===== src/rtl/fifo_rd_ctl.sv =====
module fifo_rd_ctl #(
  parameter int DW = 36,
  parameter int AW = 4
) (
  input  logic          clk,
  input  logic          mrst_n,
  input  logic          ren_n,
  input  logic          fwft_sel,
  input  logic          wr_seen,
  output logic [AW-1:0] rd_addr,
  input  logic [DW-1:0] rd_data,
  output logic [DW-1:0] q,
  output logic          empty_n,
  output logic          rdy_n
);
  localparam int PW = AW + 1;

  logic          fwft_q, wr_d, held;
  logic [PW-1:0] wptr, rptr;
  logic [DW-1:0] q_r;

  wire avail = (wptr != rptr);
  wire load  = avail && (fwft_q ? (!held || !ren_n) : !ren_n);

  always_ff @(posedge clk) begin
    if (!mrst_n) begin
      fwft_q <= fwft_sel;
      wr_d   <= 1'b0;
      wptr   <= '0;
      rptr   <= '0;
      q_r    <= '0;
      held   <= 1'b0;
    end else begin
      wr_d <= wr_seen;
      if (wr_d) wptr <= wptr + 1'b1;
      if (load) begin
        q_r  <= rd_data;
        rptr <= rptr + 1'b1;
      end
      held <= fwft_q && (load || (held && ren_n));
    end
  end

  assign rd_addr = rptr[AW-1:0];
  assign q       = q_r;
  assign empty_n = avail;
  assign rdy_n   = fwft_q ? !held : 1'b1;
endmodule


===== config.mk =====
export PLATFORM = sky130hd
export DESIGN_NAME = fifo_rd_ctl
export DESIGN_NICKNAME = d
export VERILOG_FILES = /design/src/rtl/fifo_rd_ctl.sv
export SDC_FILE = /design/constraint.sdc
export NUM_CORES = 1
export LEC_CHECK = 0
export ABC_AREA = 0
export BUFFER_PORTS_ARGS = -buffer_cell sky130_fd_sc_hd__buf_4
export CAP_MARGIN = 10
export CORE_MARGIN = 1.5
export CORE_UTILIZATION = 43
export DETAILED_ROUTE_END_ITERATION = 12
export PLACE_DENSITY = 0.86
export REMOVE_ABC_BUFFERS = 1
export SYNTH_ARGS = -nofsm -noshare
export SYNTH_HDL_FRONTEND = slang
export SYNTH_SLANG_ARGS = --single-unit

===== constraint.sdc =====
create_clock -name clk -period 1.4 [get_ports clk]
set_input_delay 0 -clock clk [delete_from_list [all_inputs] [get_ports clk]]
set_output_delay 0 -clock clk [all_outputs]
set_load 0.02 [all_outputs]

### Yosys cells after proc, flatten, opt, wreduce, memory -nomap -nowiden

Cells that the tools add are included.

* register bits: 49
* word-level logic and storage cells: 18
* output and inout bits: 42

* mux-type cells: 2
* equality and inequality tests: 1
* reductions and logical operators: 7
* add/sub/neg operators: 2

Operator list (count)
* adder 5 x 1 -> 5 bit, second input constant: 2
* inequality test 5 bit: 1
* logical AND 1 bit: 3
* logical NOT 1 bit: 2
* logical OR 1 bit: 2
* two-way mux 1 bit: 2

### Depth between registers and ports, before layout

Gate-level depths: netlist of run 1.

* depth after elaboration: 6
* depth in mapped cells: 6
* mapped depth without buffers: 5

### Worst setup path after synthesis of run 1

Ideal clock, no wire load.

* path type: register to register
* start point: register rptr[2]
* end point: register q_r[0] (netlist: q[0])
* path buffers: 2
* path slack: -45 ps
* arrival: 1373 ps
* cell stages (with the launch flop): 7
* required time: 1328 ps
* library setup time: 72 ps
* clock period less this slack: 1445 ps
* path through: dfxtp_1 xor2_1 nor3_4 a21oi_2 buf_6 buf_8 mux2i_1

* cells in the longest elaborated chain, start to end: 2

RTL lines
* start, declared: RTL line 19 `logic [PW-1:0] wptr, rptr;`
* start signal, assigned: RTL line 38 `rptr <= rptr + 1'b1;`
* inequality test 5 bit: RTL line 22 `wire avail = (wptr != rptr);`
* logical AND 1 bit: RTL line 23 `wire load = avail && (fwft_q ? (!held || !ren_n) : !ren_n);`
* end signal, assigned: RTL line 37 `q_r <= rd_data;`
* end, declared: RTL line 20 `logic [DW-1:0] q_r;`

Every way passes these cells.
A chain may end at the register's enable or synchronous reset.

### Worst setup path after layout of run 1

* start point: register wptr[3]
* end point: register q_r[5] (netlist: q[5])

* cells in the longest elaborated chain, start to end: 2

RTL lines
* start, declared: RTL line 19
* start signal, assigned: RTL line 35 `if (wr_d) wptr <= wptr + 1'b1;`
* inequality test 5 bit: RTL line 22
* logical AND 1 bit: RTL line 23

Every way passes these cells.

==> run_results.csv, run 1 <==
group,metric,value,unit
status,run_status,"complete, but fails checks",
status,violations,"negative setup slack",
yosys,syn_area,2100,um^2
worst_setup_path,cp_cell_sequence,"xor2_2 > nor3_4 > a21oi_4 > buf_12 > buf_12 > mux2i_1",
timing,timing.final.crit_share,105,%
timing,setup_violations,38,
worst_setup_path,cp_common_cell,"buf_12",
routing,avgRoutedWirePerCell,13.5,um
worst_setup_path,cp_data_arrival_time,1.68,ns
routing,vias,1996,
yosys,ys.warnings.count,0,
place,gp_congestion,0.813,
die,rows,25,
power_and_ir_drop,p_per_area,1590,nW/um^2
yosys,synthTopCellsByCount,"nand2_1 (82), dfxtp_1 (48), mux2i_1 (41)",
final_layout,diodes,0,
place,dpl.hpwl,3.15,mm
worst_setup_path,crit_buf_inv,2,
die,die_x,72.9,um
yosys,synthMostInstantiatedCell,"nand2_1",
yosys,synth_seq_cells,49,
power_and_ir_drop,irDropWorstVdd,0.000849,V
clock_network,cts.htree.levels,2,
clock_network,cts_root_buffer,"clkbuf_8",
yosys,async_flop_share,0,%
clock_network,cts_tree,"built",
yosys,synth_flop_cell,"dfxtp_1",
grt,grt_max_degree,85,
die,die_h,72.9,um
die,ios,83,
worst_setup_path,crit_path_max_fanout,5,
grt,grt_pass1_vias,1992,
yosys,synth.top_cell.area_share,45.8,%
grt,grt_pass1_wl,8.75,mm
yosys,syn_inst,229,
final_layout,finish.utilization,75.2,%
routing,antenna_left,0,
grt,grt-ovfl-total,0,
routing,drc_errors,0,
clock_network,cts.sinks,49,
yosys,ys_types,26,
worst_setup_path,start_kind,"register",
place,placed_area,2840,um^2
timing,rsz0062_at_grt,"yes",
routing,drt-pass1-iter-count,4,
timing,slew_headroom,77.5,%
timing,drv_slew,0,
worst_setup_path,reg2reg_slack,-0.06,ns
grt,grt_usage,21.5,%
final_layout,synthToLayoutAreaGrowth,69.2,%
die,start_util,44.5,%
final_layout,fin_cells,430,
hold_path,whs_path_depth,3,
worst_setup_path,crit_cells,6,
power_and_ir_drop,p_leak,1.61,nW
clock_network,cts_buffers,5,
place,placed_cells,375,
timing,worst_slack,-0.0637,ns
worst_setup_path,max_stage_delay,0.35,ns
timing,fmaxAchievable,683,MHz
yosys,synth-edff-count,1,
yosys,synth.area.top_cells,"dfxtp_1 (46%), mux2i_1 (20%), nand2_1 (15%)",
final_layout,fin_nets,405,
clock_network,clock_latency,0.30,ns
routing,via_per_inst,4.64,
worst_setup_path,endpoint_kind,"register",
hold_path,holdCritPathClass,"input port to register",
worst_setup_path,reg2reg_from,"wptr[3]",
final_layout,fin_area,3550,um^2
worst_setup_path,rr_worst_depth,6,
die,core,4720,um^2
worst_setup_path,crit_slowest_cell,"dfxtp_2",
die,dieArea,5310,um^2
yosys,syn_area_per_cell,9.17,um^2
timing,hold_viol,0,
timing,fin_crit,1.46,ns
yosys,yosysSeqAreaShare,47.2,%
timing,tightest_slew,0.337,ns
job,maxCapViolCount,0,
timing,skew,0.0114,ns
hold_path,timing.hold.worst.start,"mrst_n",
worst_setup_path,critPathKind,"register to register",
final_layout,layout-drive-gt1-share,36.9,%
routing,wirelength,5.80,mm
routing,drt_iter0_markers,83,
worst_setup_path,crit-reg2reg-capture,"q[5]",
grt,antenna_found_initial,0,
worst_setup_path,critPathTopFamily,"flip-flops",
clock_network,clk_pin_slew,0.09,ns
place,numPortBuffers,82,
yosys,synth.largest_area_cell,"dfxtp_1",
hold_path,holdPathEnd,"wptr[3]",
clock_network,cts_max_path_buffers,2,
worst_setup_path,cp.required,1.62,ns
cells in the final DEF (no fill, tap or decap), types with 2 or more instances in the layout:
cell type / instances
a21oi_4: 2
buf_12: 3
buf_4: 95
buf_6: 2
clkbuf_16: 2
clkbuf_8: 5
clkinv_2: 2
dfxtp_1: 39
dfxtp_2: 7
dfxtp_4: 2
dlygate4sd3_1: 39
inv_1: 3
mux2i_1: 41
nand2_1: 81
nand2b_1: 3
nand4_1: 3
nor2_1: 5
nor2_2: 2
o2111ai_1: 2
xor2_1: 3
xor2_2: 5
layout make-up:
type                       count  area, um^2
clock buffer                   6        72.6
clock inverter                 2        10.0
fill                         328        1170
inverter                       3        11.3
multi-input combinational    160        1070
sequential                    49        1010
tap                           67        83.8
timing repair buffer         143        1300
layer usage:
| layer | GRT usage [%] | share of wire, % | vias up |
|---|---|---|---|
| met2 | 40.8 | 53 | 69 |
| met3 | 5.52 | 4.6 | 6 |
| met1 | 24.0 | 42 | 919 |
| met4 | 4.40 | 0.79 | 0 |
| met5 | 0 | 0 | - |
| li1 | - | - | 1002 |
how the worst max path moves through the flow:
stage	from	endpoint	slack, ns
floorplan	rptr[0]	q[0]	-1.35
detailed placement	rptr[1]	q[28]	-0.06
CTS	wptr[3]	q[9]	-0.02
global route	wptr[2]	q[12]	-0.09
global placement	rptr[1]	q[33]	0.02
finish	wptr[3]	q[5]	-0.06
kinds of logic (layout without fill, tap and decap cells):
family / count (synthesis) / count (layout) / share of synthesized area [%]
adder cells (fa/ha/maj): 2 / 2 / 1.19
flip-flops: 49 / 49 / 47.2
XOR/XNOR: 9 / 9 / 3.75
multiplexers: 41 / 41 / 19.5
AO/OA/AOI/OAI: 8 / 8 / 2.80
buffers and inverters: 20 / 154 / 5.90
AND/OR/NAND/NOR: 100 / 100 / 19.6
sequential cells by signal (all words and copies together), names as in the netlist:
signal	flops
fwft_q	1
held	1
q	36
rptr	5
wptr	5
wr_d	1
power breakdown:
| part | internal, W | leakage [nW] | switching, W |
|---|---|---|---|
| Clock | 0.000347 | 0.0450 | 0.000452 |
| Combinational | 0.00156 | 1.15 | 0.00133 |
| Sequential | 0.00173 | 0.407 | 0.000224 |
| Total | 0.00363 | 1.61 | 0.00200 |
stage by stage:
stage	hold WS [ns]	setup WS [ns]	total power (W)	TNS (ns)
floorplan	0.0989	-1.35	0.00317	-51.21
CTS	0.0739	-0.0192	0.00535	-0.149
global placement	0.188	0.0175	0.00408	0
finish	0.0707	-0.0637	0.00563	-0.876
detailed placement	0.185	-0.0634	0.00412	-0.844
global route	0.0701	-0.0906	0.00590	-2.40
worst min-delay path, delay by kind of cell:
kind          cells  cell delay [ns]
buf+inv           2             0.22
simple gates      1             0.12
timing repair:
action	in CTS	in global routing
hold buffers	39	0
setup buffers	4	1
hold endpoints to repair	39	0
pin swaps	5	3
endpoints found under the setup margin	40	42
resized for setup	18	11
cloned	1	2
Power figures use the tool's default switching activity.
==> run 2, diff against run 1 <==
--- a/config.mk
+++ b/config.mk
@@ -12,6 +12,7 @@
 export CORE_UTILIZATION = 43
 export DETAILED_ROUTE_END_ITERATION = 12
 export PLACE_DENSITY = 0.86
+export RECOVER_POWER = 100
 export REMOVE_ABC_BUFFERS = 1
 export SYNTH_ARGS = -nofsm -noshare
 export SYNTH_HDL_FRONTEND = slang
==> run 2 against run 1 <==
  * The flow still finishes with violations (negative setup slack)
  * Final cell count did not move
  * Wire length barely moved
  * Clock-buffer cell count did not move
  * Non-clock buffer count did not move
  * Critical path type unchanged
  * Critical endpoint unchanged
  * Setup slack got worse by 0.0016 ns
  * Combinational power fell by 8.0%
==> run_results.csv, run 2 (same netlist as run 1, synthesis figures left out) <==
group,metric,value,unit
clock_network,cts_max_path_buffers,2,
final_layout,layout_common_cells,"nand2_1 (81), buf_4 (56), mux2i_1 (41)",
grt,grt_pass1_vias,1992,
routing,drc_errors,0,
timing,drv_slew,0,
die,die_h,72.9,um
status,violations,"negative setup slack",
worst_setup_path,crit_path_max_fanout,5,
routing,avgRoutedWirePerCell,13.5,um
timing,skew,0.0117,ns
final_layout,fin_nets,405,
final_layout,layout-drive-gt1-share,26.4,%
die,dieArea,5310,um^2
grt,grt_usage,21.5,%
clock_network,cts_tree,"built",
routing,via_per_inst,4.61,
timing,timing.final.crit_share,105,%
die,rows,25,
worst_setup_path,cp-startpoint,"wptr[3]",
place,dpl.hpwl,3.15,mm
routing,vias,1983,
status,run_status,"complete, but fails checks",
place,placed_area,2840,um^2
routing,wirelength,5.80,mm
final_layout,fin_area,3410,um^2
clock_network,clock_latency,0.30,ns
die,ios,83,
hold_path,timing.hold.worst.start,"mrst_n",
worst_setup_path,cp_data_arrival_time,1.68,ns
routing,antenna_left,0,
final_layout,diodes,0,
clock_network,cts_root_buffer,"clkbuf_8",
power_and_ir_drop,p_leak,1.45,nW
clock_network,cts.sinks,49,
timing,fmaxAchievable,682,MHz
final_layout,n_fill_cell,379,
worst_setup_path,reg2reg_slack,-0.07,ns
job,maxCapViolCount,0,
final_layout,largest_reg_flops,36,
worst_setup_path,start_kind,"register",
worst_setup_path,endpoint_kind,"register",
timing,tightest_slew,0.336,ns
timing,setup_violations,39,
timing,rsz0062_at_grt,"yes",
timing,fin_crit,1.47,ns
timing,hold_viol,0,
final_layout,multi_input_area,1070,um^2
power_and_ir_drop,irDropWorstVdd,0.000840,V
die,start_util,44.5,%
grt,grt_max_degree,85,
grt,grt-ovfl-total,0,
place,gp_congestion,0.813,
die,core,4720,um^2
power_and_ir_drop,power,0.00540,W
routing,drt-pass1-iter-count,4,
hold_path,holdCritPathClass,"input port to register",
die,die_x,72.9,um
timing,worst_slack,-0.0654,ns
timing,slew_headroom,77.6,%
clock_network,cts.htree.levels,2,
grt,grt_pass1_wl,8.75,mm
clock_network,cts_buffers,5,
worst_setup_path,cp.required,1.62,ns
routing,drt_iter0_markers,86,
final_layout,synthToLayoutAreaGrowth,62.5,%
power_and_ir_drop,p_per_area,1580,nW/um^2
final_layout,final_common_cell,"nand2_1",
place,numPortBuffers,82,
timing,hold_slack,0.135,ns
worst_setup_path,critPathKind,"register to register",
clock_network,clk_pin_slew,0.09,ns
final_layout,seq_area,1010,um^2
grt,antenna_found_initial,0,
worst_setup_path,reg2reg_from,"wptr[3]",
timing,fin_tns_setup,-0.951,ns
run 2: report_power, final:
| part | switching, W | total (W) | internal (W) |
|---|---|---|---|
| logic | 0.00133 | 0.00266 | 0.00134 |
| clock network | 0.000451 | 0.000798 | 0.000347 |
| registers | 0.000216 | 0.00194 | 0.00173 |
| total | 0.00200 | 0.00540 | 0.00341 |
run 2: timing repair:
| item | 4_1_cts | 5_1_grt |
|---|---|---|
| cloned | 1 | 2 |
| pin swaps | 5 | 3 |
| gates resized for setup | 18 | 11 |
| hold buffers | 39 | 0 |
| setup buffers | 4 | 1 |
| endpoints found under the setup margin | 40 | 42 |
| endpoints found under the hold margin | 39 | 0 |
run 2: per-stage QoR:
step           worst slack, ns  instances  utilization [%]
2_1_floorplan            -1.35        212                -
3_3_place_gp            0.0175        375             60.1
3_5_place_dp           -0.0634        375             60.1
4_1_cts                -0.0192        427             72.9
5_1_grt                -0.0906        430             72.2
6_report               -0.0654        430             72.2
run 2: path summary, 6_finish.rpt:
kind | endpoint | cells after the start
max | q[5] | 6
max reg2reg | q[5] | 6
min reg2reg | q[15] | 2
min | wptr[3] | 3
run 2: final cells by class:
type / count / share of cell area [%]
clock buffer: 6 / 2.13
timing repair buffer: 143 / 33.8
multi-input combinational: 160 / 31.4
clock inverter: 2 / 0.293
inverter: 3 / 0.330
tap: 67 / 2.46
sequential: 49 / 29.5
run 2: critical path: stages (launching register included):
cell     delay (ns)
dfxtp_2        0.35
xor2_2         0.18
nor3_4         0.26
a21oi_4        0.10
buf_12         0.15
buf_12         0.14
mux2i_1        0.20
run 2: layer usage:
| metal | vias up | share of wire, % | global-route usage [%] |
|---|---|---|---|
| met4 | 0 | 0.69 | 4.40 |
| met3 | 4 | 4.6 | 5.52 |
| met5 | - | 0 | 0 |
| met1 | 914 | 42 | 24.0 |
| li1 | 1004 | - | - |
| met2 | 61 | 52 | 40.8 |
==> run 3, diff against run 2 <==
--- a/config.mk
+++ b/config.mk
@@ -8,12 +8,15 @@
 export ABC_AREA = 0
 export BUFFER_PORTS_ARGS = -buffer_cell sky130_fd_sc_hd__buf_4
 export CAP_MARGIN = 10
+export CELL_PAD_IN_SITES_DETAIL_PLACEMENT = 1
+export CELL_PAD_IN_SITES_GLOBAL_PLACEMENT = 2
 export CORE_MARGIN = 1.5
-export CORE_UTILIZATION = 43
+export CORE_UTILIZATION = 25
 export DETAILED_ROUTE_END_ITERATION = 12
-export PLACE_DENSITY = 0.86
+export PLACE_DENSITY = 0.87
 export RECOVER_POWER = 100
 export REMOVE_ABC_BUFFERS = 1
+export SLEW_MARGIN = 20
 export SYNTH_ARGS = -nofsm -noshare
 export SYNTH_HDL_FRONTEND = slang
 export SYNTH_SLANG_ARGS = --single-unit
==> run 3 against run 2 <==
  * The run still ends with negative setup slack left
  * Critical path depth unchanged
  * Largest cell class unchanged
  * Setup slack improved by 0.019 ns
  * Hold slack better by 0.018 ns
  * Final cell count up 8.8%
  * Utilization fell by 30 points
==> run_results.csv, run 3 (same netlist as run 1, synthesis figures left out) <==
group,metric,value,unit
timing,fmaxAchievable,691,MHz
timing,skew,0.00466,ns
power_and_ir_drop,cell_internal_pwr,0.00341,W
final_layout,layout_common_cells,"nand2_1 (81), buf_4 (56), mux2i_1 (40)",
final_layout,final_common_cell,"nand2_1",
hold_path,holdPathEnd,"wptr[2]",
routing,wirelength,6.16,mm
clock_network,cts.sinks,49,
power_and_ir_drop,seqPwrFrac,35.7,%
power_and_ir_drop,p_per_area,1560,nW/um^2
timing,rsz0062_at_grt,"yes",
clock_network,cts.htree.levels,2,
die,ios,83,
grt,grt_max_degree,85,
die,core,8180,um^2
worst_setup_path,crit_slowest_cell,"dfxtp_4",
die,dieArea,8960,um^2
routing,via_per_inst,4.24,
hold_path,holdCritPathClass,"input port to register",
worst_setup_path,max_stage_delay,0.37,ns
clock_network,clock_latency,0.29,ns
timing,fin_tns_setup,-0.762,ns
power_and_ir_drop,power,0.00539,W
timing,drv_slew,0,
worst_setup_path,endpoint_kind,"register",
grt,grt-ovfl-total,0,
clock_network,cts_buffers,5,
routing,avgRoutedWirePerCell,13.2,um
routing,drt_iter0_markers,31,
hold_path,whs_path_depth,3,
timing,slew_headroom,77.2,%
timing,worst_slack,-0.0463,ns
final_layout,layout-drive-gt1-share,27.3,%
final_layout,largest_reg_flops,36,
routing,vias,1985,
grt,grt_pass1_wl,9.77,mm
clock_network,cts_max_path_buffers,2,
worst_setup_path,reg2reg_slack,-0.05,ns
die,die_h,94.6,um
hold_path,timing.hold.worst.start,"mrst_n",
power_and_ir_drop,irDropWorstVdd,0.000505,V
place,gp_congestion,0.715,
worst_setup_path,start_kind,"register",
worst_setup_path,critPathTopFamily,"flip-flops",
timing,tightest_slew,0.342,ns
worst_setup_path,crit_path_max_fanout,6,
timing,setup_violations,26,
status,run_status,"complete, but fails checks",
routing,drc_errors,0,
place,dpl.hpwl,3.87,mm
die,start_util,25.7,%
worst_setup_path,cp.required,1.59,ns
timing,timing.final.crit_share,103,%
timing,fin_crit,1.45,ns
grt,grt_pass1_vias,2084,
power_and_ir_drop,p_sw_share,36.7,%
routing,drt-pass1-iter-count,4,
place,numPortBuffers,82,
place,placed_cells,414,
final_layout,synthToLayoutAreaGrowth,64.1,%
clock_network,cts_root_buffer,"clkbuf_8",
final_layout,diodes,0,
die,die_x,94.6,um
worst_setup_path,rr_worst_depth,6,
job,maxCapViolCount,0,
worst_setup_path,reg2reg_from,"rptr[2]",
worst_setup_path,crit_buf_inv,2,
timing,hold_viol,0,
status,violations,"negative setup slack",
worst_setup_path,critPathKind,"register to register",
routing,antenna_left,0,
power_and_ir_drop,clock_power_share,16.9,%
clock_network,clk_pin_slew,0.09,ns
worst_setup_path,cp_data_arrival_time,1.63,ns
power_and_ir_drop,p_comb_share,47.4,%
final_layout,fin_cells,468,
worst_setup_path,cp_cell_sequence,"xor2_2 > nor3_4 > a21oi_4 > buf_4 > buf_16 > mux2i_1",
place,place_ws,-0.0739,ns
worst_setup_path,crit-reg2reg-capture,"q[27]",
grt,grt_usage,14.1,%
final_layout,fin_nets,405,
clock_network,cts_tree,"built",
die,rows,33,
power_and_ir_drop,p_leak,1.45,nW
grt,antenna_found_initial,0,
power_and_ir_drop,p_switching,0.00198,W
run 3: worst register-to-register path, cell delays in order, from the launching register on:
cell	delay (ns)
dfxtp_4	0.37
xor2_2	0.18
nor3_4	0.26
a21oi_4	0.12
buf_4	0.17
buf_16	0.14
mux2i_1	0.11
run 3: what timing repair did:
action / CTS / global route
pin swaps: 3 / 4
hold buffers: 39 / 0
buffers inserted: 1 / 4
gates resized for setup: 21 / 11
endpoints found under the hold margin: 39 / 0
cloned: 2 / 0
setup endpoints to repair: 28 / 39
run 3: worst max path at each step:
stage / depth (start not counted) / startpoint / endpoint
5_1_grt: 6 / rptr[2] / q[27]
3_3_place_gp: 5 / rptr[0] / q[35]
3_5_place_dp: 5 / wptr[3] / q[14]
6_report: 6 / rptr[2] / q[27]
2_1_floorplan: 4 / rptr[0] / q[0]
4_1_cts: 5 / wptr[3] / empty_n
run 3: per-stage QoR:
stage,utilization [%],cell area (um^2),hold slack [ns]
detailed placement,35.4,2890,0.186
floorplan,-,1990,0.0989
CTS,43.1,3520,0.0785
finish,42.1,3440,0.154
global placement,35.4,2890,0.189
global route,42.1,3440,0.193
run 3: metal layers:
layer | part of all wire (%) | wire length (um) | vias to the layer above | global-route usage, %
li1 | - | - | 1005 | -
met2 | 55 | 3380 | 46 | 27.6
met3 | 3.8 | 232 | 4 | 2.98
met5 | 0 | 0 | - | 0
met4 | 0.58 | 36 | 0 | 3.23
met1 | 41 | 2510 | 930 | 15.2
run 3: cell type report:
type,count,area (um^2)
fillers,978,4730
inverters,3,11.3
clock buffers,7,96.3
repair buffers,143,1130
flip-flops and latches,49,1010
well taps,105,131
multi-input cells,160,1060
clock inverters,1,5.00
run 3: power by group through the flow:
| stage | Combinational [W] | Sequential [W] | Clock (W) |
|---|---|---|---|
| 2_1_floorplan | 0.000897 | 0.00228 | 0 |
| 3_3_place_gp | 0.00222 | 0.00192 | 0 |
| 3_5_place_dp | 0.00226 | 0.00193 | 0 |
| 4_1_cts | 0.00271 | 0.00193 | 0.000954 |
| 5_1_grt | 0.00274 | 0.00197 | 0.00101 |
| 6_report | 0.00256 | 0.00192 | 0.000910 |
